==> src/rtl/fa_pkg.sv <==
package fa_pkg;
  typedef enum logic {
    SLOT_EMPTY = 1'b0,
    SLOT_HELD  = 1'b1
  } slot_state_e;

  localparam int FA_DEF_PIX_W   = 24;
  localparam int FA_DEF_ALPHA_W = 8;
  localparam int FA_SYNC_FLAGS  = 2;
endpackage

==> src/rtl/fa_reset_sync.sv <==
module fa_reset_sync #(
  parameter int STAGES = 2
) (
  input  logic clk,
  input  logic rst_n_async,
  output logic rst_n_sync
);
  generate
    if (STAGES <= 1) begin : g_single
      logic stage_q;
      always_ff @(posedge clk or negedge rst_n_async) begin
        if (!rst_n_async) stage_q <= 1'b0;
        else              stage_q <= 1'b1;
      end
      assign rst_n_sync = stage_q;
    end else begin : g_chain
      logic [STAGES-1:0] chain_q;
      always_ff @(posedge clk or negedge rst_n_async) begin
        if (!rst_n_async) chain_q <= '0;
        else              chain_q <= {chain_q[STAGES-2:0], 1'b1};
      end
      assign rst_n_sync = chain_q[STAGES-1];
    end
  endgenerate
endmodule

==> src/rtl/fa_stream_slot.sv <==
module fa_stream_slot
  import fa_pkg::*;
#(
  parameter int W = 26
) (
  input  logic         clk,
  input  logic         rst_n,
  input  logic         in_valid,
  output logic         in_ready,
  input  logic         in_vs,
  input  logic [W-1:0] in_payload,
  input  logic         locked,
  input  logic         take,
  output logic         full,
  output logic [W-1:0] held_payload
);
  slot_state_e  state_q, state_d;
  logic         accept;
  logic         capture;
  logic [W-1:0] payload_q;

  // next-state
  always_comb begin
    in_ready = rst_n & ((state_q == SLOT_EMPTY) | take);
    accept   = in_valid & in_ready;
    capture  = accept & (locked | in_vs);
    state_d  = state_q;
    if (capture)   state_d = SLOT_HELD;
    else if (take) state_d = SLOT_EMPTY;
  end

  // state register
  always_ff @(posedge clk or negedge rst_n) begin
    if (!rst_n) state_q <= SLOT_EMPTY;
    else        state_q <= state_d;
  end

  // payload register, explicit enable, no reset
  always_ff @(posedge clk) begin
    if (capture) payload_q <= in_payload;
  end

  assign full         = (state_q == SLOT_HELD);
  assign held_payload = payload_q;

  // an unsynced beat taken before lock leaves the slot empty
  assert_drop_unsynced_R2: assert property (@(posedge clk) disable iff (!rst_n)
    (!locked && in_valid && in_ready && !in_vs && !full) |=> !full);

  // a held beat not taken stays held and unchanged
  assert_hold_stable_R3: assert property (@(posedge clk) disable iff (!rst_n)
    (full && !take) |=> (full && $stable(held_payload)));
endmodule

==> src/rtl/fa_lock_tracker.sv <==
module fa_lock_tracker (
  input  logic clk,
  input  logic rst_n,
  input  logic bg_full,
  input  logic ov_full,
  input  logic out_ready,
  output logic locked,
  output logic out_valid,
  output logic take
);
  logic lock_q, lock_d;
  logic both_held;

  always_comb begin
    both_held = bg_full & ov_full;
    lock_d    = lock_q | both_held;
    locked    = lock_d;
    out_valid = lock_d & both_held;
    take      = out_valid & out_ready;
  end

  always_ff @(posedge clk or negedge rst_n) begin
    if (!rst_n) lock_q <= 1'b0;
    else        lock_q <= lock_d;
  end

  // lock is sticky until reset
  assert_lock_sticky_R4: assert property (@(posedge clk) disable iff (!rst_n)
    locked |=> locked);
endmodule

==> src/rtl/dual_frame_align.sv <==
module dual_frame_align
  import fa_pkg::*;
#(
  parameter int PIX_W       = FA_DEF_PIX_W,
  parameter int ALPHA_W     = FA_DEF_ALPHA_W,
  parameter int SYNC_STAGES = 2
) (
  input  logic               clk,
  input  logic               rst_n,
  input  logic               bg_valid,
  output logic               bg_ready,
  input  logic [PIX_W-1:0]   bg_data,
  input  logic               bg_vs,
  input  logic               bg_hs,
  input  logic               ov_valid,
  output logic               ov_ready,
  input  logic [PIX_W-1:0]   ov_data,
  input  logic [ALPHA_W-1:0] ov_alpha,
  input  logic               ov_vs,
  input  logic               ov_hs,
  output logic               out_valid,
  input  logic               out_ready,
  output logic [PIX_W-1:0]   out_bg_data,
  output logic               out_bg_vs,
  output logic               out_bg_hs,
  output logic [PIX_W-1:0]   out_ov_data,
  output logic [ALPHA_W-1:0] out_ov_alpha,
  output logic               out_ov_vs,
  output logic               out_ov_hs,
  output logic               locked
);
  localparam int BG_W = PIX_W + FA_SYNC_FLAGS;
  localparam int OV_W = PIX_W + ALPHA_W + FA_SYNC_FLAGS;

  logic            srst_n;
  logic            bg_full, ov_full;
  logic            take;
  logic [BG_W-1:0] bg_held;
  logic [OV_W-1:0] ov_held;

  fa_reset_sync #(.STAGES(SYNC_STAGES)) u_rst (
    .clk         (clk),
    .rst_n_async (rst_n),
    .rst_n_sync  (srst_n)
  );

  fa_stream_slot #(.W(BG_W)) u_bg_slot (
    .clk          (clk),
    .rst_n        (srst_n),
    .in_valid     (bg_valid),
    .in_ready     (bg_ready),
    .in_vs        (bg_vs),
    .in_payload   ({bg_vs, bg_hs, bg_data}),
    .locked       (locked),
    .take         (take),
    .full         (bg_full),
    .held_payload (bg_held)
  );

  fa_stream_slot #(.W(OV_W)) u_ov_slot (
    .clk          (clk),
    .rst_n        (srst_n),
    .in_valid     (ov_valid),
    .in_ready     (ov_ready),
    .in_vs        (ov_vs),
    .in_payload   ({ov_vs, ov_hs, ov_alpha, ov_data}),
    .locked       (locked),
    .take         (take),
    .full         (ov_full),
    .held_payload (ov_held)
  );

  fa_lock_tracker u_lock (
    .clk       (clk),
    .rst_n     (srst_n),
    .bg_full   (bg_full),
    .ov_full   (ov_full),
    .out_ready (out_ready),
    .locked    (locked),
    .out_valid (out_valid),
    .take      (take)
  );

  assign {out_bg_vs, out_bg_hs, out_bg_data}               = bg_held;
  assign {out_ov_vs, out_ov_hs, out_ov_alpha, out_ov_data} = ov_held;

  // a stalled pair stays presented and unchanged
  assert_out_hold_R1: assert property (@(posedge clk) disable iff (!srst_n)
    (out_valid && !out_ready) |=> (out_valid && $stable(bg_held) && $stable(ov_held)));

  // the pair presented at lock is the two frame-start beats
  assert_first_pair_R5: assert property (@(posedge clk) disable iff (!srst_n)
    $rose(locked) |-> (out_valid && out_bg_vs && out_ov_vs));

  // before lock a stream holding its frame start is stalled
  assert_bg_blocked_R3: assert property (@(posedge clk) disable iff (!srst_n)
    (!locked && bg_full) |-> !bg_ready);
  assert_ov_blocked_R3: assert property (@(posedge clk) disable iff (!srst_n)
    (!locked && ov_full) |-> !ov_ready);
endmodule

==> config.mk <==
export PLATFORM = sky130hd
export DESIGN_NAME = dual_frame_align
export DESIGN_NICKNAME = d
export VERILOG_FILES = /design/src/rtl/fa_pkg.sv /design/src/rtl/fa_reset_sync.sv /design/src/rtl/fa_stream_slot.sv /design/src/rtl/fa_lock_tracker.sv /design/src/rtl/dual_frame_align.sv
export SDC_FILE = /design/constraint.sdc
export NUM_CORES = 1
export LEC_CHECK = 0
export BUFFER_PORTS_ARGS = -buffer_cell sky130_fd_sc_hd__buf_2
export CAP_MARGIN = 20
export CORE_MARGIN = 1
export CORE_UTILIZATION = 41
export CTS_CLUSTER_SIZE = 28
export DETAILED_ROUTE_END_ITERATION = 10
export GPL_ROUTABILITY_DRIVEN = 0
export PLACE_DENSITY = 0.75
export SLEW_MARGIN = 20
export SYNTH_ARGS = -nofsm -noshare
export SYNTH_HDL_FRONTEND = slang
export SYNTH_SLANG_ARGS = --single-unit
==> constraint.sdc <==
create_clock -name clk -period 1.2 [get_ports clk]
set_clock_uncertainty 0.1 [all_clocks]
set_input_delay 0.24 -clock clk [delete_from_list [all_inputs] [get_ports clk]]
set_output_delay 0.24 -clock clk [all_outputs]
set_load 0.05 [all_outputs]
* Yosys cells after proc, flatten, opt, wreduce, memory -nomap -nowiden
Cells that the tools add are included.
Word-level totals: bits in registers 65, input bits 65, logic and storage cells 27
Operators by class: bitwise operators 16, reduce and logical (&&, ||, !) cells 2, mux-type cells 3
Operators by type and width (count):
- 1-bit bitwise AND | 9
- 1-bit OR | 5
- 2-bit nonzero test | 2
- 1-bit 2-to-1 mux | 3
- 1-bit inverter | 2

* Depth between registers and ports, before layout
Gate-level depths: netlist (run 1).
depth after elaboration 9, gate-level depth with buffers 2, gate-level depth less buffers 2

* Cells and area by module
From an unflattened synthesis (run 1), not the netlist that was laid out.
Unflattened totals: cell total of the unflattened synthesis 79, area, all modules 2042.0 um2
By module, submodules not included:
- fa_stream_slot (u_ov_slot) | instances 1, cells each 40, area an instance 1091.0 um2
- fa_stream_slot (u_bg_slot) | instances 1, cells each 32, area an instance 850.8 um2
- fa_reset_sync | instances 1, cells each 3, area an instance 53.8 um2
- fa_lock_tracker | instances 1, cells each 4, area an instance 46.3 um2

* Worst setup path before layout (run 1)
Ideal clock, no wire load.
path type reg2reg, from reg u_ov_slot.state_q, in the netlist u_ov_slot.full, to reg u_ov_slot.payload_q[0], in the netlist u_ov_slot.held_payload[0] (enable), path slack -2.310 ns, stages on the path, launching flop included 3, arrival 2.942 ns, clock period less this slack 3.510 ns, buffers on the path 0, cell sequence dfrtp_1 a21boi_1 nor3_1
Between the ends: word-level cells in the longest chain between the ends 8
RTL lines:
- start, declared | RTL line fa_stream_slot.sv:17 | slot_state_e state_q, state_d;
- start signal, assigned | RTL line fa_stream_slot.sv:35 | else state_q <= state_d;
- 1-bit bitwise AND | RTL line fa_lock_tracker.sv:15 | both_held = bg_full & ov_full;
- 1-bit OR | RTL line fa_lock_tracker.sv:16 | lock_d = lock_q | both_held;
- 1-bit bitwise AND | RTL line fa_lock_tracker.sv:18 | out_valid = lock_d & both_held;
- 1-bit bitwise AND | RTL line fa_lock_tracker.sv:19 | take = out_valid & out_ready;
- 1-bit OR | RTL line fa_stream_slot.sv:24 | in_ready = rst_n & ((state_q == SLOT_EMPTY) | take);
- 1-bit bitwise AND | RTL line fa_stream_slot.sv:24
- 1-bit bitwise AND | RTL line fa_stream_slot.sv:25 | accept = in_valid & in_ready;
- 1-bit bitwise AND * | RTL line fa_stream_slot.sv:26 | capture = accept & (locked | in_vs);
- named net u_ov_slot.capture | RTL line fa_stream_slot.sv:19 | logic capture;
- end signal, assigned | RTL line fa_stream_slot.sv:40 | if (capture) payload_q <= in_payload;
- end, declared | RTL line fa_stream_slot.sv:20 | logic [W-1:0] payload_q;
The timed path passes the listed nets; every way through them passes the cells marked *. A chain may end at the register's enable or synchronous reset.

* Final worst setup path (run 1)
from reg u_lock.lock_q, to out locked
Between the ends: word-level cells in the longest chain between the ends 1
RTL lines:
- start, declared | RTL line fa_lock_tracker.sv:11 | logic lock_q, lock_d;
- start signal, assigned | RTL line fa_lock_tracker.sv:24 | else lock_q <= lock_d;
- 1-bit OR | RTL line fa_lock_tracker.sv:16
- end, declared | RTL line dual_frame_align.sv:30 | output logic locked
Every way passes these cells.

==> results of run 1 <==
==> critical path: stages, from the launching register on <==
cell and delay (ns):
dfrtp_1 0.44, buf_4 0.16, or2_4 0.25, buf_8 0.15
==> per-layer routing <==
layer,up-vias,track usage,wire length [um]
met4,0,0.109,156
met3,16,0.0472,291
met5,-,0,0
li1,749,-,-
met1,837,0.243,2190
met2,84,0.495,4030
==> timing repair <==
item                                   4_1_cts  5_1_grt
pin swaps                                    2        3
setup buffers                                4        2
endpoints found under the hold margin       58        1
hold buffers                                57        1
setup endpoints to repair                  125      126
resized for setup                          133        3
==> cell type report <==
type	count	area (um2)
clock buffers	11	131
well taps	67	83.8
clock inverters	5	46.3
flip-flops and latches	65	1930
repair buffers	206	1820
multi-input cells	15	161
fillers	188	553
==> Yosys cell counts (all sizes together) <==
master	instances	area [um2]
nor3	2	10.0
and2	1	7.51
nor2b	2	12.5
nand2	2	7.51
dfrtp	5	125
a21boi	2	18.8
edfxtp	60	1800
or2	1	6.26
conb	1	3.75
o21bai	2	15.0
a211oi	2	15.0
==> path summary, 6_finish.rpt <==
| path | end | slack (ns) | cells past startpoint |
|---|---|---|---|
| max reg2reg | u_bg_slot.held_payload[25] | -0.41 | 5 |
| max in group asynchronous | u_rst.g_chain.chain_q[1] | 0.76 | 2 |
| min reg2reg | u_bg_slot.full | 0.10 | 1 |
| max | locked | -0.45 | 3 |
| min | u_ov_slot.held_payload[7] | 0.04 | 1 |
| min in group asynchronous | u_bg_slot.full | 0.10 | 1 |
==> state kept, by name, summed over array words and instances (netlist names) <==
register,cells
u_bg_slot.held_payload,26
u_rst.g_chain.chain_q,2
u_ov_slot.full,1
u_ov_slot.held_payload,34
u_lock.lock_q,1
u_bg_slot.full,1
==> logic make-up after synthesis <==
| group | after synthesis |
|---|---|
| DFF | 65 |
| other | 1 |
| and+or+nand+nor | 8 |
| AOI/OAI and AO/OA | 6 |
==> per-stage QoR <==
step | TNS, ns | hold slack, ns | cell area, um2 | util | std cells
after floorplan | -41.14 | -0.156 | 2070 | - | 80
after global placement | -17.58 | -0.0744 | 2930 | 0.620 | 289
after detailed placement | -18.68 | -0.0732 | 2930 | 0.620 | 289
after CTS | -26.63 | 0.00127 | 4120 | 0.873 | 366
after global routing | -31.86 | 0.0123 | 4170 | 0.883 | 369
final | -26.65 | 0.0352 | 4170 | 0.883 | 369
==> cell usage in the layout (no fill, tap or decap) <==
cell,Yosys,layout
buf_2,0,64
buf_6,0,64
edfxtp_1,60,60
dlygate4sd3_1,0,58
buf_4,0,16
clkbuf_8,0,9
clkinv_1,0,3
buf_12,0,3
dfrtp_2,0,3
nand2_2,0,2
a21boi_4,0,2
nor3_4,0,2
o21bai_1,2,2
clkbuf_1,0,2
dfrtp_1,5,2
and2_4,0,1
or2_4,0,1
a211oi_1,2,1
nor2b_2,0,1
a211oi_2,0,1
nor2b_4,0,1
bufinv_16,0,1
clkinv_2,0,1
buf_8,0,1
conb_1,1,1
==> power by group through the flow <==
stage | sequential [W] | clock, W | combinational (W)
floorplan | 0.00309 | 0 | 0.000170
detailed placement | 0.00272 | 0 | 0.000838
global placement | 0.00271 | 0 | 0.000827
CTS | 0.00269 | 0.00171 | 0.00118
finish | 0.00271 | 0.00175 | 0.00124
global route | 0.00271 | 0.00187 | 0.00129
==> qor.yml, run 1 <==
outcome: "complete, but fails checks"
violations: "negative setup slack"
grt_pass1_wl_mm: 9.10
synthSimpleGateAreaFrac: 0.0216
die_w_um: 72.2
pwr-share-comb: 0.218
cts_buffer_depth: 2
crit_arrival_ns: 1.31
die_y_um: 72.2
cts_buffers: 9
drt_wl_total_mm: 6.67
first_pass_iters: 4
via_count: 1686
min_path_type: "in -> reg"
critical_path.startpoint: "u_lock.lock_q"
avgSynthCellArea_um2: 25.3
dp.final_hpwl_mm: 2.98
dp_slack_ns: -0.333
ys_types: 12
die-area_um2: 5220
ys_seq_area_frac: 0.952
cp.required_ns: 0.86
io_buffers: 128
period_share: 1.38
critPathKind: "reg -> out"
rsz0062_at_grt: "true"
hold_viol_final: 0
startpoint_type: "register"
leakagePower_nw: 1.74
synthXorXnorAreaFrac: 0
grt_pass1_vias: 1753
root_buffer: "clkbuf_8"
tritoncts: "yes"
ys_warn_count: 0
regToRegStartpoint: "u_bg_slot.full"
setup_viol: 123
io_pins: 129
ant_nets: 0
internal_power_w: 0.00414
floorplan.initialDensity: 0.428
fmax_mhz: 604
num_antenna_cells: 0
synth-seq-cells: 65
grt_antenna_before_repair: 0
htreeDepth: 3
p_sw_frac: 0.274
row_count: 25
power_frac_seq: 0.475
critPathMaxFanout: 3
fin_crit_ns: 1.65
critPathCaptureType: "primary output"
clock_sinks: 65
synth_compound_area_frac: 0.0241
synth.area.mux_share: 0
p_clk_frac: 0.306
p_switching_w: 0.00156
power_density_nw_per_um2: 1370
syn_to_final_growth_pct: 106
fin_ws_ns: -0.455
syn_nets: 145
nets: 362
synthAdderAreaFrac: 0
drt-initial-drc-count: 51
coreArea_um2: 4720
final_layout_size_suffix_gt1_frac: 0.573
hold_start: "ov_data[7]"
synthCells: 80
power_w: 0.00570
track_usage: 0.248
max-cap-violations: 0
post-route-drc-count: 0
clock_latency_ns: 0.31
synth_top_family_by_area: "compound AO/OA/AOI/OAI gates"
routedWlPerCell_um: 18.1
grt_overflow: 0
clk_pin_slew_ns: 0.07
ir_drop_uv: 1220
slew_viol_final: 0
grt_max_degree: 27
routed_via_density: 4.57
syn-cell-area_um2: 2020
Note: power is estimated with default switching activity, not from simulation.
==> run 2, diff against run 1 <==
- ABC_AREA: unset -> 1
- BUFFER_PORTS_ARGS: -buffer_cell sky130_fd_sc_hd__buf_2 -> unset
- CORE_UTILIZATION: 41 -> 50
- DONT_BUFFER_PORTS: unset -> 1
- PLACE_DENSITY: 0.75 -> 0.62
==> qor.yml, run 2 <==
io_pins: 129  # unchanged
synth.area.mux_share: 0  # unchanged
cts_setup_buffers: 0  # was 4
ys_types: 11  # was 12
io_buffers: 0  # was 128
grt_max_degree: 35
synthAdderAreaFrac: 0  # unchanged
avgSynthCellArea_um2: 24.3  # was 25.3 um2
synthCells: 85  # was 80
synth_top_flop_cell: "edfxtp_1"  # unchanged
synth_commonest_cells: "edfxtp_1 (60), dfrtp_1 (5), inv_1 (5), nand2_2 (3)"  # was edfxtp_1 (60), dfrtp_1 (5)
htreeDepth: 3  # unchanged
dp_slack_ns: -0.316  # was -0.333 ns
floorplan.initialDensity: 0.517  # was 0.428
syn-cell-area_um2: 2070  # was 2020 um2
synth-async-reset-ratio: 0.0769  # unchanged
synthSimpleGateAreaFrac: 0.0399  # was 0.0216
row_count: 23  # was 25
cts_buffers: 9  # unchanged
synth.top_cell.area_share: 0.871  # was 0.891
die_y_um: 66.3  # was 72.2 um
synth_edf_count: 60  # unchanged
root_buffer: "clkbuf_8"  # unchanged
synthXorXnorAreaFrac: 0  # unchanged
synth_compound_area_frac: 0.0181  # was 0.0241
ys_warn_count: 0  # unchanged
grt_antenna_before_repair: 1
stop_error: "[ERROR DPL-0033] detailed placement checks failed during check placement."
synth_area_leaders: "edfxtp_1 (87%), dfrtp_1 (6.0%), nor2b_4 (1.3%)"  # was edfxtp_1 (89%), dfrtp_1 (6.2%), a211oi_1 (0.74%)
syn_nets: 150  # was 145
dp.final_hpwl_mm: 2.79  # was 2.98 mm
synth_top_cell_by_area: "edfxtp_1"  # unchanged
outcome: "aborted with a tool error"  # was complete, but fails checks
ys_seq_area_frac: 0.931  # was 0.952
haltStage: "global routing (5_1_grt)"
die_w_um: 66.3  # was 72.2 um
clock_sinks: 65  # unchanged
synthMostInstantiatedCell: "edfxtp_1"  # unchanged
worst-ep-kind: "primary output"
synth-seq-cells: 65  # unchanged
grt-worst-endpoint: "bg_ready"
cts_buffer_depth: 2  # unchanged
synth_top_family_by_area: "simple AND/OR/NAND/NOR gates"  # was compound AO/OA/AOI/OAI gates
==> run 2: cell count changes after synthesis <==
cell / change
a21boi_1: -1
nand3_2: +2
nand2_2: +3
nor3_1: -2
nor2b_1: -2
or2_1: -1
nor2b_4: +2
a21boi_2: +1
nand2_1: -1
and2_2: -1
inv_1: +5
nor2_2: +2
a211oi_1: -2
==> run 2: cells by family after synthesis <==
group	after synthesis
flops	65
simple gates	10
buf+inv	5
compound gates	4
other cells	1
==> run 2: per-stage QoR <==
step	hold WS [ns]	instances	utilization	cell area, um2
2_1_floorplan	-0.156	85	-	2090
3_3_place_gp	-0.156	206	0.683	2730
3_5_place_dp	-0.156	206	0.683	2730
4_1_cts	0.0411	282	0.951	3800
==> run 2: timing repair <==
item,CTS
gates resized for setup,69
hold buffers,61
hold endpoints to repair,62
pin swaps,1
endpoints found under the setup margin,126
==> run 3, diff against run 2 <==
- CORE_UTILIZATION: 50 -> 35
- CTS_CLUSTER_SIZE: 28 -> unset
- PLACE_DENSITY: 0.62 -> unset
- PLACE_DENSITY_LB_ADDON: unset -> 0.15
==> qor.yml, run 3 <==
die_y_um: 78.9  # was 66.3 um
synth_area_leaders: "edfxtp_1 (87%), dfrtp_1 (6.0%), nor2b_4 (1.3%)"  # unchanged
ys_warn_count: 0  # unchanged
synth_top_cell_by_area: "edfxtp_1"  # unchanged
hold_viol_final: 0
synthCells: 85  # unchanged
synth_commonest_cells: "edfxtp_1 (60), dfrtp_1 (5), inv_1 (5), nand2_2 (3)"  # unchanged
drt_wl_total_mm: 4.97
routed_via_density: 4.32
grt_max_degree: 15
htreeDepth: 3  # unchanged
r2r_slack_ns: -0.33
internal_power_w: 0.00407
grt_pass1_vias: 1558
routedWlPerCell_um: 15.6
tritoncts: "yes"
fin_ws_ns: -0.385
whs_ns: 0.0362
pwr-share-comb: 0.206
ys_types: 11  # unchanged
synth-async-reset-ratio: 0.0769  # unchanged
syn_to_final_growth_pct: 92.1
leakagePower_nw: 1.57
outcome: "complete, but fails checks"  # was aborted with a tool error
nets: 307
first_pass_iters: 4
critPathMaxFanout: 3
p_clk_frac: 0.305
ant_nets: 0
grt_overflow: 0
track_usage: 0.171
root_buffer: "clkbuf_8"  # unchanged
slew_viol_final: 0
grt_antenna_before_repair: 0
p_switching_w: 0.00141
clk_pin_slew_ns: 0.06
reg2reg_to: "u_bg_slot.held_payload[23]"
num_antenna_cells: 0
die_w_um: 78.9  # was 66.3 um
layout_common_cells: "buf_6 (69), dlygate4sd3_1 (61), edfxtp_1 (60)"
dp.final_hpwl_mm: 2.96  # was 2.79 mm
synth-seq-cells: 65  # unchanged
final_layout_size_suffix_gt1_frac: 0.455
cts_buffer_depth: 2  # unchanged
io_pins: 129  # unchanged
min_path_type: "in -> async"
critPathCaptureType: "primary output"
violations: "negative setup slack"
synth_edf_count: 60  # unchanged
fmax_mhz: 631
critPathKind: "reg -> out"
row_count: 27  # was 23
synthMostInstantiatedCell: "edfxtp_1"  # unchanged
power_frac_seq: 0.489
setup_viol: 125
ys_seq_area_frac: 0.931  # unchanged
via_count: 1375
period_share: 1.32
synth_top_flop_cell: "edfxtp_1"  # unchanged
clock_latency_ns: 0.33
syn_nets: 150  # unchanged
avgSynthCellArea_um2: 24.3  # unchanged
startpoint_type: "register"
final_common_cell: "buf_6"
io_buffers: 0  # unchanged
floorplan.initialDensity: 0.369  # was 0.517
crit_arrival_ns: 1.25
r2r_cells: 6
coreArea_um2: 5610
setup_tns_ns: -20.44
rsz0062_at_grt: "true"
synth.top_cell.area_share: 0.871  # unchanged
cp.required_ns: 0.86
post-route-drc-count: 0
power_density_nw_per_um2: 1380
drt-initial-drc-count: 42
regToRegStartpoint: "u_ov_slot.full"
max-cap-violations: 0
grt_pass1_wl_mm: 7.49
fin_crit_ns: 1.59
die-area_um2: 6220
syn-cell-area_um2: 2070  # unchanged
clock_sinks: 65  # unchanged
ir_drop_uv: 883
largest_reg_flops: 34
cts_buffers: 9  # unchanged
p_sw_frac: 0.258
## run 3: cell counts after synthesis
No cell type changed its count.
## run 3: area by class of cell
type,count,area [um2]
repair buffers,146,1590
multi-input cells,15,169
well taps,72,90.1
clock inverters,5,47.5
inverters,5,21.3
fillers,380,1630
clock buffers,10,128
flip-flops and latches,65,1930
## run 3: stage by stage
step | setup WS [ns] | total power, W | std cells | instance area, um2 | utilization
2_1_floorplan | -0.769 | 0.00322 | 85 | 2090 | -
3_3_place_gp | -0.214 | 0.00347 | 229 | 2770 | 0.494
3_5_place_dp | -0.246 | 0.00348 | 229 | 2770 | 0.494
4_1_cts | -0.390 | 0.00556 | 320 | 4020 | 0.717
5_1_grt | -0.433 | 0.00569 | 318 | 3980 | 0.709
6_report | -0.385 | 0.00548 | 318 | 3980 | 0.709
## run 3: power by group through the flow
stage / sequential [W] / combinational, W / clock [W]
finish: 0.00268 / 0.00113 / 0.00167
global route: 0.00269 / 0.00118 / 0.00182
CTS: 0.00268 / 0.00116 / 0.00172
detailed placement: 0.00271 / 0.000766 / 0
global placement: 0.00270 / 0.000761 / 0
floorplan: 0.00305 / 0.000168 / 0
## run 3: logic make-up after synthesis
| family | share of synthesized area |
|---|---|
| and+or+nand+nor | 0.0399 |
| other | 0.00181 |
| buffers and inverters | 0.00907 |
| DFF | 0.931 |
| AOI/OAI and AO/OA | 0.0181 |
## run 3: timing repair
item                                    CTS  global route
gates resized for setup                  77            13
pin swaps                                 2             4
setup buffers                            11             5
gates cloned                              4             0
hold buffers                             61             0
endpoints found under the hold margin    62             0
endpoints found under the setup margin  124           126
## run 3: worst max-delay path: stages (launching register included)
cell	delay, ns
dfrtp_1	0.42
buf_6	0.14
a21boi_4	0.16
nor2_4	0.06
buf_8	0.15
## run 3: how the worst max path moves through the flow
stage / cells after the start / from / end / slack, ns
after floorplan: 3 / u_ov_slot.full / u_ov_slot.held_payload[0] / -0.77
after global placement: 4 / u_bg_slot.full / u_bg_slot.held_payload[23] / -0.21
after detailed placement: 4 / u_bg_slot.full / u_bg_slot.held_payload[5] / -0.25
after CTS: 4 / u_bg_slot.full / ov_ready / -0.39
after global routing: 4 / u_ov_slot.full / bg_ready / -0.43
final: 4 / u_ov_slot.full / bg_ready / -0.39
## run 3: per-layer routing
layer,part of all wire,routed length [um],global-route usage
met3,0.079,393,0.0759
met2,0.56,2800,0.307
met5,0,0,0
met4,0.023,112,0.0800
met1,0.33,1660,0.168
